$ cat config.mk
export PLATFORM = sky130hd
export DESIGN_NAME = page_swap_seq
export DESIGN_NICKNAME = d
export VERILOG_FILES = /design/src/rtl/page_swap_seq.sv
export SDC_FILE = /design/constraint.sdc
export NUM_CORES = 1
export LEC_CHECK = 0
export BUFFER_PORTS_ARGS = -buffer_cell sky130_fd_sc_hd__buf_2
export CAP_MARGIN = 10
export CORE_MARGIN = 2
export CORE_UTILIZATION = 44
export DETAILED_ROUTE_END_ITERATION = 7
export PLACE_DENSITY = 0.77
export SYNTH_ARGS = -nofsm -noshare
export SYNTH_HDL_FRONTEND = slang
export SYNTH_SLANG_ARGS = --single-unit
$ cat constraint.sdc
create_clock -name clk -period 1.5 [get_ports clk]
set_clock_uncertainty 0.05 [all_clocks]
set_input_delay 0.075 -clock clk [delete_from_list [all_inputs] [get_ports clk]]
set_output_delay 0.075 -clock clk [all_outputs]
set_load 0.05 [all_outputs]
$ cat src/rtl/page_swap_seq.sv
module page_swap_seq #(
  parameter int NCORES = 8,
  parameter int NBANKS = 16,
  parameter int PPN_W  = 20,
  parameter int BLOCKS = 64
) (
  input  logic                      clk,
  input  logic                      rst_n,
  input  logic                      start,
  input  logic [$clog2(NBANKS)-1:0] bank_a,
  input  logic [PPN_W-1:0]          page_a,
  input  logic [NCORES-1:0]         sharers_a,
  input  logic [$clog2(NBANKS)-1:0] bank_b,
  input  logic [PPN_W-1:0]          page_b,
  input  logic [NCORES-1:0]         sharers_b,
  output logic [NBANKS-1:0]         bank_stall,
  output logic                      map_valid,
  output logic                      map_we,
  output logic                      map_fwd,
  output logic [$clog2(NBANKS)-1:0] map_bank,
  output logic [PPN_W-1:0]          map_key,
  output logic [PPN_W-1:0]          map_wdata,
  input  logic [PPN_W-1:0]          map_rdata,
  output logic                      msg_valid,
  input  logic                      msg_ready,
  output logic [$clog2(NCORES)-1:0] msg_core,
  output logic [PPN_W-1:0]          msg_os_a,
  output logic [PPN_W-1:0]          msg_l2_a,
  output logic [PPN_W-1:0]          msg_os_b,
  output logic [PPN_W-1:0]          msg_l2_b,
  input  logic                      ack_valid,
  input  logic [$clog2(NCORES)-1:0] ack_core,
  output logic                      xfer_valid,
  input  logic                      xfer_ready,
  output logic [$clog2(BLOCKS)-1:0] xfer_blk,
  output logic                      xfer_dir,
  output logic                      done
);
  localparam int BANK_W = $clog2(NBANKS);
  localparam int CORE_W = $clog2(NCORES);
  localparam int BLK_W  = $clog2(BLOCKS);
  localparam int BEAT_W = BLK_W + 1;
  localparam logic [BEAT_W-1:0] LAST_BEAT = BEAT_W'(2 * BLOCKS - 1);

  typedef enum logic [3:0] {
    S_IDLE, S_RD_A, S_RD_B, S_WI_A, S_WI_B, S_WF_A, S_WF_B, S_NOTIFY, S_XFER, S_DONE
  } state_t;

  state_t              state;
  logic [BANK_W-1:0]   ba, bb;
  logic [PPN_W-1:0]    pa, pb, qa, qb;
  logic [NCORES-1:0]   union_r, send_pend, ack_pend;
  logic [BEAT_W-1:0]   beat;
  logic [CORE_W-1:0]   next_core;
  logic [NCORES-1:0]   ack_mask;

  always_comb begin
    next_core = '0;
    for (int i = NCORES - 1; i >= 0; i--)
      if (send_pend[i]) next_core = CORE_W'(i);
  end

  assign ack_mask = ack_valid ? (NCORES'(1) << ack_core) : '0;

  wire busy = (state != S_IDLE) && (state != S_DONE);
  assign bank_stall = busy ? ((NBANKS'(1) << ba) | (NBANKS'(1) << bb)) : '0;
  assign done       = (state == S_DONE);

  always_comb begin
    map_valid = 1'b1;
    map_we    = 1'b1;
    map_fwd   = 1'b0;
    map_bank  = ba;
    map_key   = pa;
    map_wdata = '0;
    case (state)
      S_RD_A: map_we = 1'b0;
      S_RD_B: begin map_we = 1'b0; map_bank = bb; map_key = pb; end
      S_WI_A: map_wdata = map_rdata;
      S_WI_B: begin map_bank = bb; map_key = pb; map_wdata = qa; end
      S_WF_A: begin map_fwd = 1'b1; map_bank = qa[BANK_W-1:0]; map_key = qa; map_wdata = pb; end
      S_WF_B: begin map_fwd = 1'b1; map_bank = qb[BANK_W-1:0]; map_key = qb; map_wdata = pa; end
      default: begin map_valid = 1'b0; map_we = 1'b0; end
    endcase
  end

  assign msg_valid  = (state == S_NOTIFY) && (send_pend != '0);
  assign msg_core   = next_core;
  assign msg_os_a   = qa;
  assign msg_l2_a   = pb;
  assign msg_os_b   = qb;
  assign msg_l2_b   = pa;
  assign xfer_valid = (state == S_XFER);
  assign xfer_blk   = beat[BEAT_W-1:1];
  assign xfer_dir   = beat[0];

  always_ff @(posedge clk) begin
    if (!rst_n) begin
      state     <= S_IDLE;
      ba        <= '0;
      bb        <= '0;
      pa        <= '0;
      pb        <= '0;
      qa        <= '0;
      qb        <= '0;
      union_r   <= '0;
      send_pend <= '0;
      ack_pend  <= '0;
      beat      <= '0;
    end else begin
      case (state)
        S_IDLE: if (start) begin
          ba      <= bank_a;
          bb      <= bank_b;
          pa      <= page_a;
          pb      <= page_b;
          union_r <= sharers_a | sharers_b;
          state   <= S_RD_A;
        end
        S_RD_A: state <= S_RD_B;
        S_RD_B: begin qa <= map_rdata; state <= S_WI_A; end
        S_WI_A: begin qb <= map_rdata; state <= S_WI_B; end
        S_WI_B: state <= S_WF_A;
        S_WF_A: state <= S_WF_B;
        S_WF_B: begin
          send_pend <= union_r;
          ack_pend  <= union_r;
          state     <= S_NOTIFY;
        end
        S_NOTIFY: begin
          if (msg_valid && msg_ready)
            send_pend <= send_pend & ~(NCORES'(1) << next_core);
          ack_pend <= ack_pend & ~ack_mask;
          if (send_pend == '0 && ack_pend == '0) begin
            beat  <= '0;
            state <= S_XFER;
          end
        end
        S_XFER: if (xfer_ready) begin
          if (beat == LAST_BEAT) state <= S_DONE;
          else beat <= beat + 1'b1;
        end
        default: state <= S_IDLE;
      endcase
    end
  end

  a_r2_stall_follows_start: assert property (@(posedge clk) disable iff (!rst_n)
    $rose(|bank_stall) |-> $past(start));
  a_r3_map_only_when_stalled: assert property (@(posedge clk) disable iff (!rst_n)
    map_valid |-> (bank_stall != '0));
  a_r5_msg_to_sharer: assert property (@(posedge clk) disable iff (!rst_n)
    msg_valid |-> union_r[msg_core]);
  a_r6_no_xfer_before_acks: assert property (@(posedge clk) disable iff (!rst_n)
    xfer_valid |-> (ack_pend == '0) && (send_pend == '0));
  a_r7_beat_held: assert property (@(posedge clk) disable iff (!rst_n)
    (xfer_valid && !xfer_ready) |=> xfer_valid && $stable(xfer_blk) && $stable(xfer_dir));
  a_r8_done_pulse: assert property (@(posedge clk) disable iff (!rst_n)
    done |=> !done);
  a_r8_done_releases: assert property (@(posedge clk) disable iff (!rst_n)
    done |-> (bank_stall == '0) && !xfer_valid);
endmodule

==> summary.txt, run 1 <==
Post-Synthesis Cell Area - 5960 sq um
largest area contributor in the netlist - dfxtp_1
Die Ht - 120 um
Final Wtd Congestion - 0.955
stopping stage - global routing (5_1_grt)
WEP type - primary output
Tool Error - [ERROR DPL-0038] Utilization greater than 100%, impossible to legalize
top cell type's share of synthesized area - 41.3%
Die W - 120 um
CTS Buf Count - 17
most area-consuming cells after synthesis - dfxtp_1 41%, nand2_1 16%, a21oi_1 10%, nor2_1 3.8%, a222oi_1 2.7%
largest family of logic cells by synthesized area - simple AND/OR/NAND/NOR gates
Post-Synth XOR/XNOR Area - 0.441%
Initial Utilization - 45.0%
Yosys cell types - 50
Post-synth EDFFs - 0
I/O Buffers - 248
Syn Inst Count - 827
post-synthesis mux area share - 0.546%
CTS max path bufs - 2
CTS root buf - clkbuf_16
Post-Synth Simple-Gate Area - 30.6%
area share of fa/ha/maj cells after synthesis - 0.210%
GRT repair_timing worst endpoint - map_key[4]
Yosys warning count - 0
DP Wirelength - 15900 um
DP Area - 8600 sq um
pre-CTS setup slack - -0.350 ns
row cnt - 42
IO Pins - 249
pin count of the biggest net entering global routing - 95
top_reg_cell synth - dfxtp_1
syn_nets - 921
flops & latches, synth - 123
Mapped Avg Cell Area - 7.21 sq um
status - did not finish
H-tree depth - 4
cell count after placement - 1277
Clock Sinks - 123
Async S/R FF share, synth - 0%
Synth Area in Compound Gates - 21.7%
register area share after synthesis - 41.3%
kinds of logic after synthesis:
| logic type | Yosys count |
|---|---|
| simple gates | 423 |
| compound gates | 205 |
| flops | 123 |
| buf+inv | 70 |
| xor+xnor | 3 |
| mux | 2 |
| fa+ha+maj | 1 |
Yosys cell counts (all sizes together) (2+ instances only):
| cell type | number |
|---|---|
| nand2 | 263 |
| o311ai | 4 |
| mux2i | 2 |
| nand4 | 2 |
| clkbuf | 42 |
| nor3b | 2 |
| nand3 | 32 |
| o22a | 9 |
| a21boi | 2 |
| or3 | 3 |
| and3 | 2 |
| o21ai | 7 |
| dfxtp | 123 |
| a222oi | 16 |
| nor2 | 61 |
| nand2b | 16 |
| xnor2 | 2 |
| o211ai | 9 |
| nor3 | 32 |
| o22ai | 2 |
| a21oi | 119 |
| buf | 20 |
| a31oi | 5 |
| nor4 | 4 |
| and2 | 2 |
| a221oi | 5 |
| inv | 8 |
| o21a | 2 |
| a22oi | 21 |
per-stage QoR:
| stage | setup TNS [ns] | util [%] |
|---|---|---|
| after CTS | -60.86 | 89.8 |
| after detailed placement | -33.20 | 64.9 |
| after global placement | -26.42 | 64.9 |
| after floorplan | -7.74 | - |
what timing repair did:
action / in CTS
endpoints found under the hold margin: 99
pin swaps: 71
endpoints found under the setup margin: 172
gates cloned: 13
hold buffers: 86
resized for setup: 346
setup buffers: 41
==> run 2: changes to the inputs <==
--- a/config.mk
+++ b/config.mk
@@ -8,9 +8,9 @@
 export BUFFER_PORTS_ARGS = -buffer_cell sky130_fd_sc_hd__buf_2
 export CAP_MARGIN = 10
 export CORE_MARGIN = 2
-export CORE_UTILIZATION = 44
+export CORE_UTILIZATION = 30
 export DETAILED_ROUTE_END_ITERATION = 7
-export PLACE_DENSITY = 0.77
+export PLACE_DENSITY_LB_ADDON = 0.15
 export SYNTH_ARGS = -nofsm -noshare
 export SYNTH_HDL_FRONTEND = slang
 export SYNTH_SLANG_ARGS = --single-unit
==> constraint.sdc (replaced) <==
create_clock -name clk -period 2 [get_ports clk]
set_clock_uncertainty 0.05 [all_clocks]
set_input_delay 0.1 -clock clk [delete_from_list [all_inputs] [get_ports clk]]
set_output_delay 0.1 -clock clk [all_outputs]
set_load 0.05 [all_outputs]
==> run 2 against run 1 <==
Effect of this change: the flow now finishes, with violations (negative setup slack); area after synthesis stayed put; synthesized cell count stayed put.
==> summary.txt, run 2 <==
status - finished, violations left (was did not finish)
violated checks - negative setup slack
CP cell instances - nand2b_4 -> nor3_4 -> nand2b_4 -> buf_6 -> buf_6 -> a222oi_1 -> nand2_1 -> buf_6
Max stage delay on crit path - 0.38 ns
Hold Path Class - in2reg
critical path's slowest cell - dfxtp_4
Max transition margin - 60.6%
via-per-instance ratio - 5.06
row cnt - 51 (was 42)
DP Area - 7670 sq um (was 8600 sq um)
worst r2r dst - union_r[1]
Syn Inst Count - 827 (unchanged)
leak pwr - 4.46 nW
Final setup viols - 22
top cell type's share of synthesized area - 41.3% (unchanged)
first-pass GRT wire length - 37500 um
RSZ-0062 raised after global routing - yes
IO Pins - 249 (unchanged)
initial antenna violation count - 0
H-tree depth - 4 (unchanged)
Global Route Usage Sum - 22.0%
Final Hold Vio Count - 0
Critical Path Start - state[1]
register area share after synthesis - 41.3% (unchanged)
clock slew at reported path FFs - 0.06 ns
most frequent cells in the layout - 248 x nand2_1, 187 x buf_2, 119 x dfxtp_1
top_reg_cell synth - dfxtp_1 (unchanged)
period utilisation layout - 105%
reg2reg setup slack - 0.06 ns
Post-synth EDFFs - 0 (unchanged)
Clock Sinks - 123 (unchanged)
Initial Utilization - 30.6% (was 45.0%)
CP Capture Type - output pin
Die Ht - 145 um (was 120 um)
DR DRC count - 0
syn_nets - 921 (unchanged)
area growth from synthesis to layout - 69.7%
Fin Hold WS - 0.0578 ns
Async S/R FF share, synth - 0% (unchanged)
Worst Hold Path EP - send_pend[5]
I/O Buffers - 248 (unchanged)
Final Wtd Congestion - 0.863 (was 0.955)
CTS root buf - clkbuf_16 (unchanged)
Setup crit start kind - register
flops & latches, synth - 123 (unchanged)
measured slew at the worst slew-check pin - 0.591 ns
Fmax - 478 MHz
critical path arrival - 1.94 ns
final instance area - 10100 sq um
Post-Synthesis Cell Area - 5960 sq um (unchanged)
Die W - 145 um (was 120 um)
Max-Cap Viols - 0
Min-Delay Startpoint - msg_ready
Yosys warning count - 0 (unchanged)
clock tree from TritonCTS - built
pin count of the biggest net entering global routing - 62
P per Cell Area - 790 nW/um^2
cell count after placement - 1318 (was 1277)
antenna-violating nets left - 0
vias after detailed routing - 7332
worst vdd ir - 0.544 mV
commonest cells in the netlist - 262 x nand2_1, 123 x dfxtp_1, 119 x a21oi_1 (unchanged)
Pre-Repair DR Iteration Count - 5
Top cell by count, worst path - buf_6
CTS max path bufs - 2 (unchanged)
commonest non-fill, non-tap cell in the layout - nand2_1
Ant. Diodes - 0
CP max FO - 5
Core Area - 19500 sq um
Worst Setup Slack, final - -0.0938 ns
gr ovfl total - 0
Mapped Avg Cell Area - 7.21 sq um (unchanged)
crit path kind - reg2out
routed wire length - 24500 um
most frequent cell after synthesis - nand2_1 (unchanged)
NumNets Final - 1266
Yosys cell types - 50 (unchanged)
Skew-Pair Late Insertion Delay - 0.41 ns
most area-consuming cells after synthesis - dfxtp_1 41%, nand2_1 16%, a21oi_1 10%, nor2_1 3.8%, a222oi_1 2.7% (unchanged)
pre-CTS setup slack - 0.116 ns (was -0.350 ns)
Critical R2R Launch - state[2]
Setup TNS - -1.07 ns
largest area contributor in the netlist - dfxtp_1 (unchanged)
WHS Path Cells - 4
First DRT Iteration DRCs - 503
share of layout cells above drive strength 1 - 36.4%
CTS Buf Count - 17 (unchanged)
total power draw - 7.99 mW
WL per Instance - 16.9 um
DP Wirelength - 16200 um (was 15900 um)
Finished Layout Cells - 1450
Tmin final - 2.09 ns
Final Util - 52.0%
Slew Limit Fails - 0
CP required - 1.85 ns
r2r worst-path depth - 7
die area - 21000 sq um
number of global-route vias before repair - 7020
-- run 2: logic make-up after synthesis --
group,Yosys count,share of synthesized area (%)
mux,2,0.546
compound gates,205,21.7
xor+xnor,3,0.441
simple gates,423,30.6
flops,123,41.3
fa+ha+maj,1,0.210
buf+inv,70,5.23
-- run 2: layer usage --
layer | vias to the layer above | share of wire [%] | routed length [um] | global-route usage (%)
li1 | 3573 | - | - | -
met1 | 3408 | 44 | 10800 | 29.5
met2 | 324 | 48 | 11700 | 35.2
met3 | 27 | 6.7 | 1650 | 4.75
met4 | 0 | 1.3 | 329 | 7.23
met5 | - | 0 | 0 | 0
-- run 2: what timing repair did --
item	CTS	global route
endpoints found under the hold margin	100	1
cloned	0	5
buffers inserted	3	7
gates resized for setup	111	137
hold buffers	85	1
setup endpoints to repair	63	68
pin swaps	20	9
-- run 2: critical path: cells and delay by family (launching register included) --
family                 cells  cell delay [ns]
and+or+nand+nor            4             0.53
buffers and inverters      3             0.42
DFF                        1             0.38
AOI/OAI and AO/OA          1             0.20
-- run 2: final cells by class --
| class | count | area (sq um) |
|---|---|---|
| tap | 265 | 332 |
| clock inverter | 12 | 123 |
| sequential | 123 | 2480 |
| fill | 1868 | 9350 |
| multi-input combinational | 635 | 3590 |
| clock buffer | 20 | 457 |
| inverter | 8 | 31.3 |
| timing repair buffer | 387 | 3100 |
-- run 2: power by group --
group | switching, mW | leakage (nW) | total [mW] | internal [mW]
Sequential | 0.176 | 1.00 | 2.76 | 2.59
Combinational | 1.43 | 3.17 | 2.19 | 0.766
Clock | 1.14 | 0.285 | 3.03 | 1.89
-- run 2: worst max-delay path by stage --
stage	to
finish	map_key[9]
global route	map_key[10]
CTS	map_key[5]
detailed placement	map_key[5]
global placement	map_wdata[11]
floorplan	beat[1]
No activity file was read; power rests on OpenSTA's default activity.
==> run 3: changes to the inputs <==
==> constraint.sdc (replaced) <==
create_clock -name clk -period 2.4 [get_ports clk]
set_clock_uncertainty 0.05 [all_clocks]
set_input_delay 0.12 -clock clk [delete_from_list [all_inputs] [get_ports clk]]
set_output_delay 0.12 -clock clk [all_outputs]
set_load 0.05 [all_outputs]
==> run 3 against run 2 <==
Effect of this change: clock power shrank 13%; the flow now finishes without violations; cell area shrank 9.7%; global-route usage shrank 0.27 points; final cell count shrank 1.9%; largest cell class unchanged; combinational power shrank 27%; die area is the same; core utilization shrank 5.1 points; wire length shrank 4.8%; first-iteration DRC count shrank 16%; critical path depth shrank 1.
==> summary.txt, run 3 (synthesis results as in run 2) <==
status - completed (was finished, violations left)
storage element area - 2470 sq um (was 2480 sq um)
first-pass GRT wire length - 36700 um (was 37500 um)
Global Route Usage Sum - 21.7% (was 22.0%)
Max-Cap Viols - 0 (unchanged)
Skew-Pair Late Insertion Delay - 0.42 ns (was 0.41 ns)
Worst Setup Slack, final - 0.0571 ns (was -0.0938 ns)
Initial Utilization - 30.6% (unchanged)
Final Hold Vio Count - 0 (unchanged)
Final Wtd Congestion - 0.918 (was 0.863)
leak pwr - 4.03 nW (was 4.46 nW)
measured slew at the worst slew-check pin - 0.553 ns (was 0.591 ns)
DR DRC count - 0 (unchanged)
cell count after placement - 1307 (was 1318)
initial antenna violation count - 0 (unchanged)
Finished Layout Cells - 1423 (was 1450)
most frequent cells in the layout - 262 x nand2_1, 228 x buf_2, 119 x dfxtp_1 (was 248 x nand2_1, 187 x buf_2, 119 x dfxtp_1)
Setup TNS - 0 ns (was -1.07 ns)
Setup crit start kind - register (unchanged)
Max transition margin - 63.1% (was 60.6%)
Ant. Diodes - 0 (unchanged)
Fillers - 1989 (was 1868)
die area - 21000 sq um (unchanged)
Die Ht - 145 um (unchanged)
I/O Buffers - 248 (unchanged)
First DRT Iteration DRCs - 423 (was 503)
Slew Limit Fails - 0 (unchanged)
Die W - 145 um (unchanged)
metal3 WL - 1680 um (was 1650 um)
commonest non-fill, non-tap cell in the layout - nand2_1 (unchanged)
pin count of the biggest net entering global routing - 47 (was 62)
Max stage delay on crit path - 0.36 ns (was 0.38 ns)
critical path arrival - 2.17 ns (was 1.94 ns)
CP delay by family, top - simple AND/OR/NAND/NOR gates (unchanged)
number of global-route vias before repair - 6696 (was 7020)
via-per-instance ratio - 4.94 (was 5.06)
total power draw - 6.53 mW (was 7.99 mW)
Multi-input gate area - 3260 sq um (was 3590 sq um)
Tmin final - 2.34 ns
worst vdd ir - 0.450 mV (was 0.544 mV)
critical path's slowest cell - dfxtp_2 (was dfxtp_4)
Pre-Repair DR Iteration Count - 5 (unchanged)
area growth from synthesis to layout - 53.1% (was 69.7%)
WL per Instance - 16.4 um (was 16.9 um)
vias after detailed routing - 7030 (was 7332)
CTS Buf Count - 17 (unchanged)
Hold Path Class - in2reg (unchanged)
WL met2 - 10800 um (was 11700 um)
routed wire length - 23300 um (was 24500 um)
clock tree from TritonCTS - built (unchanged)
H-tree depth - 4 (unchanged)
Max Used Layer - met4 (unchanged)
Top cell by count, worst path - buf_4 (was buf_6)
IO Pins - 249 (unchanged)
P per Cell Area - 715 nW/um^2 (was 790 nW/um^2)
row cnt - 51 (unchanged)
Clock Sinks - 123 (unchanged)
CP Buf/Inv Count - 2 (was 3)
CTS max path bufs - 2 (unchanged)
CP required - 2.23 ns (was 1.85 ns)
NumNets Final - 1242 (was 1266)
CP Capture Type - output pin (unchanged)
gr ovfl total - 0 (unchanged)
Core Area - 19500 sq um (unchanged)
antenna-violating nets left - 0 (unchanged)
M1 wire length - 10400 um (was 10800 um)
Final setup viols - 0 (was 22)
period utilisation layout - 97.6%
RSZ-0062 raised after global routing - yes (unchanged)
DP Wirelength - 16000 um (was 16200 um)
CTS root buf - clkbuf_16 (unchanged)
Fmax - 427 MHz
crit path kind - reg2out (unchanged)
CP cell instances - nand2b_2 -> or3_1 -> nand2b_1 -> buf_4 -> a222oi_1 -> nand2_1 -> buf_4 (was nand2b_4 -> nor3_4 -> nand2b_4 -> buf_6 -> buf_6 -> a222oi_1 -> nand2_1 -> buf_6)
CP max FO - 14 (was 5)
clock slew at reported path FFs - 0.06 ns (about the same)
pre-CTS setup slack - 0.330 ns (was 0.116 ns)
share of layout cells above drive strength 1 - 29.2% (was 36.4%)
==> run 3: cell types whose count changed in the layout (fill, tap and decap cells not counted), sizes merged <==
cell          previous run  this run
clkbuf                  23        34
buf                    299       267
bufinv                   2         3
nor2                    62        61
clkinv                   9         2
dlymetal6s4s             1         0
inv                      7         8
dlygate4sd3             84        85
==> run 3: path summary, 6_finish.rpt <==
| kind | startpoint | end | cells after the start | slack (ns) |
|---|---|---|---|---|
| max | state[2] | map_key[5] | 7 | 0.06 |
| max reg2reg | state[1] | union_r[3] | 7 | 0.27 |
| min | msg_ready | send_pend[0] | 4 | 0.07 |
| min reg2reg | msg_os_b[5] | msg_os_b[5] | 2 | 0.42 |
==> run 3: report_power, final <==
part	total (mW)	switching, mW	internal [mW]
Clock	2.64	0.919	1.72
Sequential	2.30	0.140	2.16
Combinational	1.59	1.10	0.488
Total	6.53	2.16	4.37
==> run 3: per-layer routing <==
metal / vias to the layer above / global-route usage (%)
met1: 3240 / 28.2
li1: 3503 / -
met5: - / 0
met4: 0 / 6.88
met2: 263 / 35.4
met3: 24 / 5.60
==> run 3: worst min-delay path, delay by kind of cell <==
kind,cells,cell delay [ns]
AO/OA/AOI/OAI,2,0.17
buffers and inverters,1,0.12
AND/OR/NAND/NOR,1,0.09
==> run 3: timing repair <==
action	4_1_cts	5_1_grt
resized for setup	9	34
hold buffers	85	0
endpoints found under the setup margin	12	29
pin swaps	1	1
hold endpoints to repair	97	0
buffers inserted	2	0
==> run 3: final cells by class <==
cell class,count,area share (%)
flip-flops and latches,123,27.1
clock buffers,22,5.31
repair buffers,364,26.6
clock inverters,7,1.26
inverters,8,0.356
multi-input cells,634,35.7
well taps,265,3.63
==> run 3: stage by stage <==
stage          instance area (sq um)  utilization, %  hold slack (ns)
2_1_floorplan                   5960               -            0.206
3_3_place_gp                    7550            38.8            0.315
3_5_place_dp                    7550            38.8            0.314
4_1_cts                         9040            46.4           0.0620
5_1_grt                         9130            46.9           0.0828
6_report                        9130            46.9           0.0724
==> run 4: changes to the inputs <==
--- a/config.mk
+++ b/config.mk
@@ -10,7 +10,8 @@
 export CORE_MARGIN = 2
 export CORE_UTILIZATION = 30
 export DETAILED_ROUTE_END_ITERATION = 7
-export PLACE_DENSITY_LB_ADDON = 0.15
+export PLACE_DENSITY = 0.52
+export SKIP_CTS_REPAIR_TIMING = 1
 export SYNTH_ARGS = -nofsm -noshare
 export SYNTH_HDL_FRONTEND = slang
 export SYNTH_SLANG_ARGS = --single-unit
==> run 4 against run 3 <==
Effect of this change: the flow now finishes with violations (negative hold slack); non-clock buffer count is 4 lower; worst setup slack improved by 0.048 ns; cell area shrank 0.63%; global-route usage is 0.62 points lower; register-to-register slack gained 0.20 ns; final cell count is 0.21% lower; flip-flop and latch count did not move; critical path depth fell by 1; clock power decreased by 7.6%; clock-buffer cell count is 1 higher; critical endpoint is now map_bank[2].
==> summary.txt, run 4 (synthesis results as in run 2) <==
status - finished, violations left (was completed)
violated checks - negative hold slack
Clock Sinks - 123 (unchanged)
CTS root buf - clkbuf_16 (unchanged)
Max-Cap Viols - 0 (unchanged)
area growth from synthesis to layout - 52.2% (was 53.1%)
most frequent cells in the layout - 262 x nand2_1, 241 x buf_2, 119 x dfxtp_1 (was 262 x nand2_1, 228 x buf_2, 119 x dfxtp_1)
Final setup viols - 0 (unchanged)
CP Capture Type - output pin (unchanged)
Final Wtd Congestion - 0.875 (was 0.918)
Core Area - 19500 sq um (unchanged)
pin count of the biggest net entering global routing - 65 (was 47)
pre-CTS setup slack - 0.292 ns (was 0.330 ns)
RSZ-0062 raised after global routing - yes (unchanged)
Finished Layout Cells - 1420 (was 1423)
first-pass GRT wire length - 35500 um (was 36700 um)
commonest non-fill, non-tap cell in the layout - nand2_1 (unchanged)
Ant. Diodes - 0 (unchanged)
H-tree depth - 4 (unchanged)
DP Wirelength - 16200 um (was 16000 um)
Final Hold Vio Count - 2 (was 0)
CP max FO - 10 (was 14)
routed wire length - 23400 um (was 23300 um)
DR DRC count - 0 (unchanged)
CP required - 2.23 ns (about the same)
Hold Path Class - in2reg (unchanged)
Slew Limit Fails - 0 (unchanged)
Pre-Repair DR Iteration Count - 6 (was 5)
Die Ht - 145 um (unchanged)
Fmax - 436 MHz (was 427 MHz)
I/O Buffers - 248 (unchanged)
CTS max path bufs - 2 (unchanged)
Initial Utilization - 30.6% (unchanged)
period utilisation layout - 95.6% (was 97.6%)
crit path kind - reg2out (unchanged)
IO Pins - 249 (unchanged)
via-per-instance ratio - 4.98 (was 4.94)
die area - 21000 sq um (unchanged)
CP cell instances - nand2b_1 -> a21o_2 -> buf_4 -> a221oi_2 -> a21oi_1 -> clkbuf_4 (was nand2b_2 -> or3_1 -> nand2b_1 -> buf_4 -> a222oi_1 -> nand2_1 -> buf_4)
reg2reg setup slack - 0.47 ns (was 0.27 ns)
measured slew at the worst slew-check pin - 0.598 ns (was 0.553 ns)
share of layout cells above drive strength 1 - 29.3% (was 29.2%)
worst vdd ir - 0.469 mV (was 0.450 mV)
Worst Setup Slack, final - 0.105 ns (was 0.0571 ns)
Tmin final - 2.30 ns (was 2.34 ns)
First DRT Iteration DRCs - 413 (was 423)
CTS Buf Count - 17 (unchanged)
clock tree from TritonCTS - built (unchanged)
Die W - 145 um (unchanged)
number of global-route vias before repair - 6246 (was 6696)
cell count after placement - 1303 (was 1307)
NumNets Final - 1238 (was 1242)
row cnt - 51 (unchanged)
Fin Hold WS - -0.0726 ns (was 0.0724 ns)
vias after detailed routing - 7067 (was 7030)
critical path's slowest cell - dfxtp_2 (unchanged)
P per Cell Area - 699 nW/um^2 (was 715 nW/um^2)
Max stage delay on crit path - 0.36 ns (about the same)
Setup crit start kind - register (unchanged)
leak pwr - 4.03 nW (about the same)
Skew-Pair Late Insertion Delay - 0.42 ns (about the same)
CP delay by family, top - compound AO/OA/AOI/OAI gates (was simple AND/OR/NAND/NOR gates)
Max transition margin - 60.1% (was 63.1%)
clock slew at reported path FFs - 0.06 ns (about the same)
CP Buf/Inv Count - 2 (unchanged)
critical path arrival - 2.13 ns (was 2.17 ns)
WL per Instance - 16.5 um (was 16.4 um)
Global Route Usage Sum - 21.1% (was 21.7%)
gr ovfl total - 0 (unchanged)
Fillers - 1997 (was 1989)
antenna-violating nets left - 0 (unchanged)
initial antenna violation count - 0 (unchanged)
==> run 4: cell count changes in the layout (fill, tap and decap cells not counted), moves of 3 or more <==
cell           previous run  this run
buf_12                    4         7
clkbuf_4                 12         3
buf_2                   228       241
dlygate4sd3_1            85        82
buf_4                    33        24
clkinv_2                  2         5
==> run 4: report_power, final <==
group	total (mW)	internal [mW]	switching [mW]
Combinational	1.60	0.488	1.11
Clock	2.44	1.54	0.901
Sequential	2.30	2.16	0.142
Total	6.34	4.19	2.15
==> run 4: worst reg2reg max path, stage by stage (launching register included) <==
cell     delay [ns]
dfxtp_2        0.36
buf_4          0.19
nor2_1         0.25
nand3_2        0.43
buf_12         0.35
nand2_1        0.09
a21oi_1        0.07
==> run 4: worst paths after layout <==
kind | endpoint | depth (start not counted) | from
setup / recovery | map_bank[2] | 6 | state[1]
hold / removal | union_r[4] | 3 | sharers_a[4]
setup reg to reg | msg_l2_b[17] | 6 | state[3]
hold reg to reg | msg_os_b[6] | 2 | msg_os_b[6]
==> run 4: final cells by class <==
type	count	area (sq um)	area share (%)
clock buffers	23	498	5.49
clock inverters	7	65.1	0.717
inverters	8	31.3	0.345
multi-input cells	634	3260	35.9
flip-flops and latches	123	2470	27.2
well taps	265	332	3.66
repair buffers	360	2420	26.7
==> run 4: layer usage <==
| metal | wire length, um | track usage [%] |
|---|---|---|
| met1 | 10600 | 28.3 |
| met2 | 10800 | 33.3 |
| met3 | 1590 | 5.22 |
| met4 | 393 | 6.83 |
| met5 | 0 | 0 |
==> run 4: stage by stage <==
stage               util [%]  TNS [ns]  power (mW)  area, sq um
finish                  46.6         0        6.34         9070
global route            46.6   -0.0567        6.63         9070
CTS                     41.6     -3.95        6.25         8110
detailed placement      38.8         0        3.79         7540
global placement        38.8         0        3.78         7540
floorplan                  -         0        3.32         5960
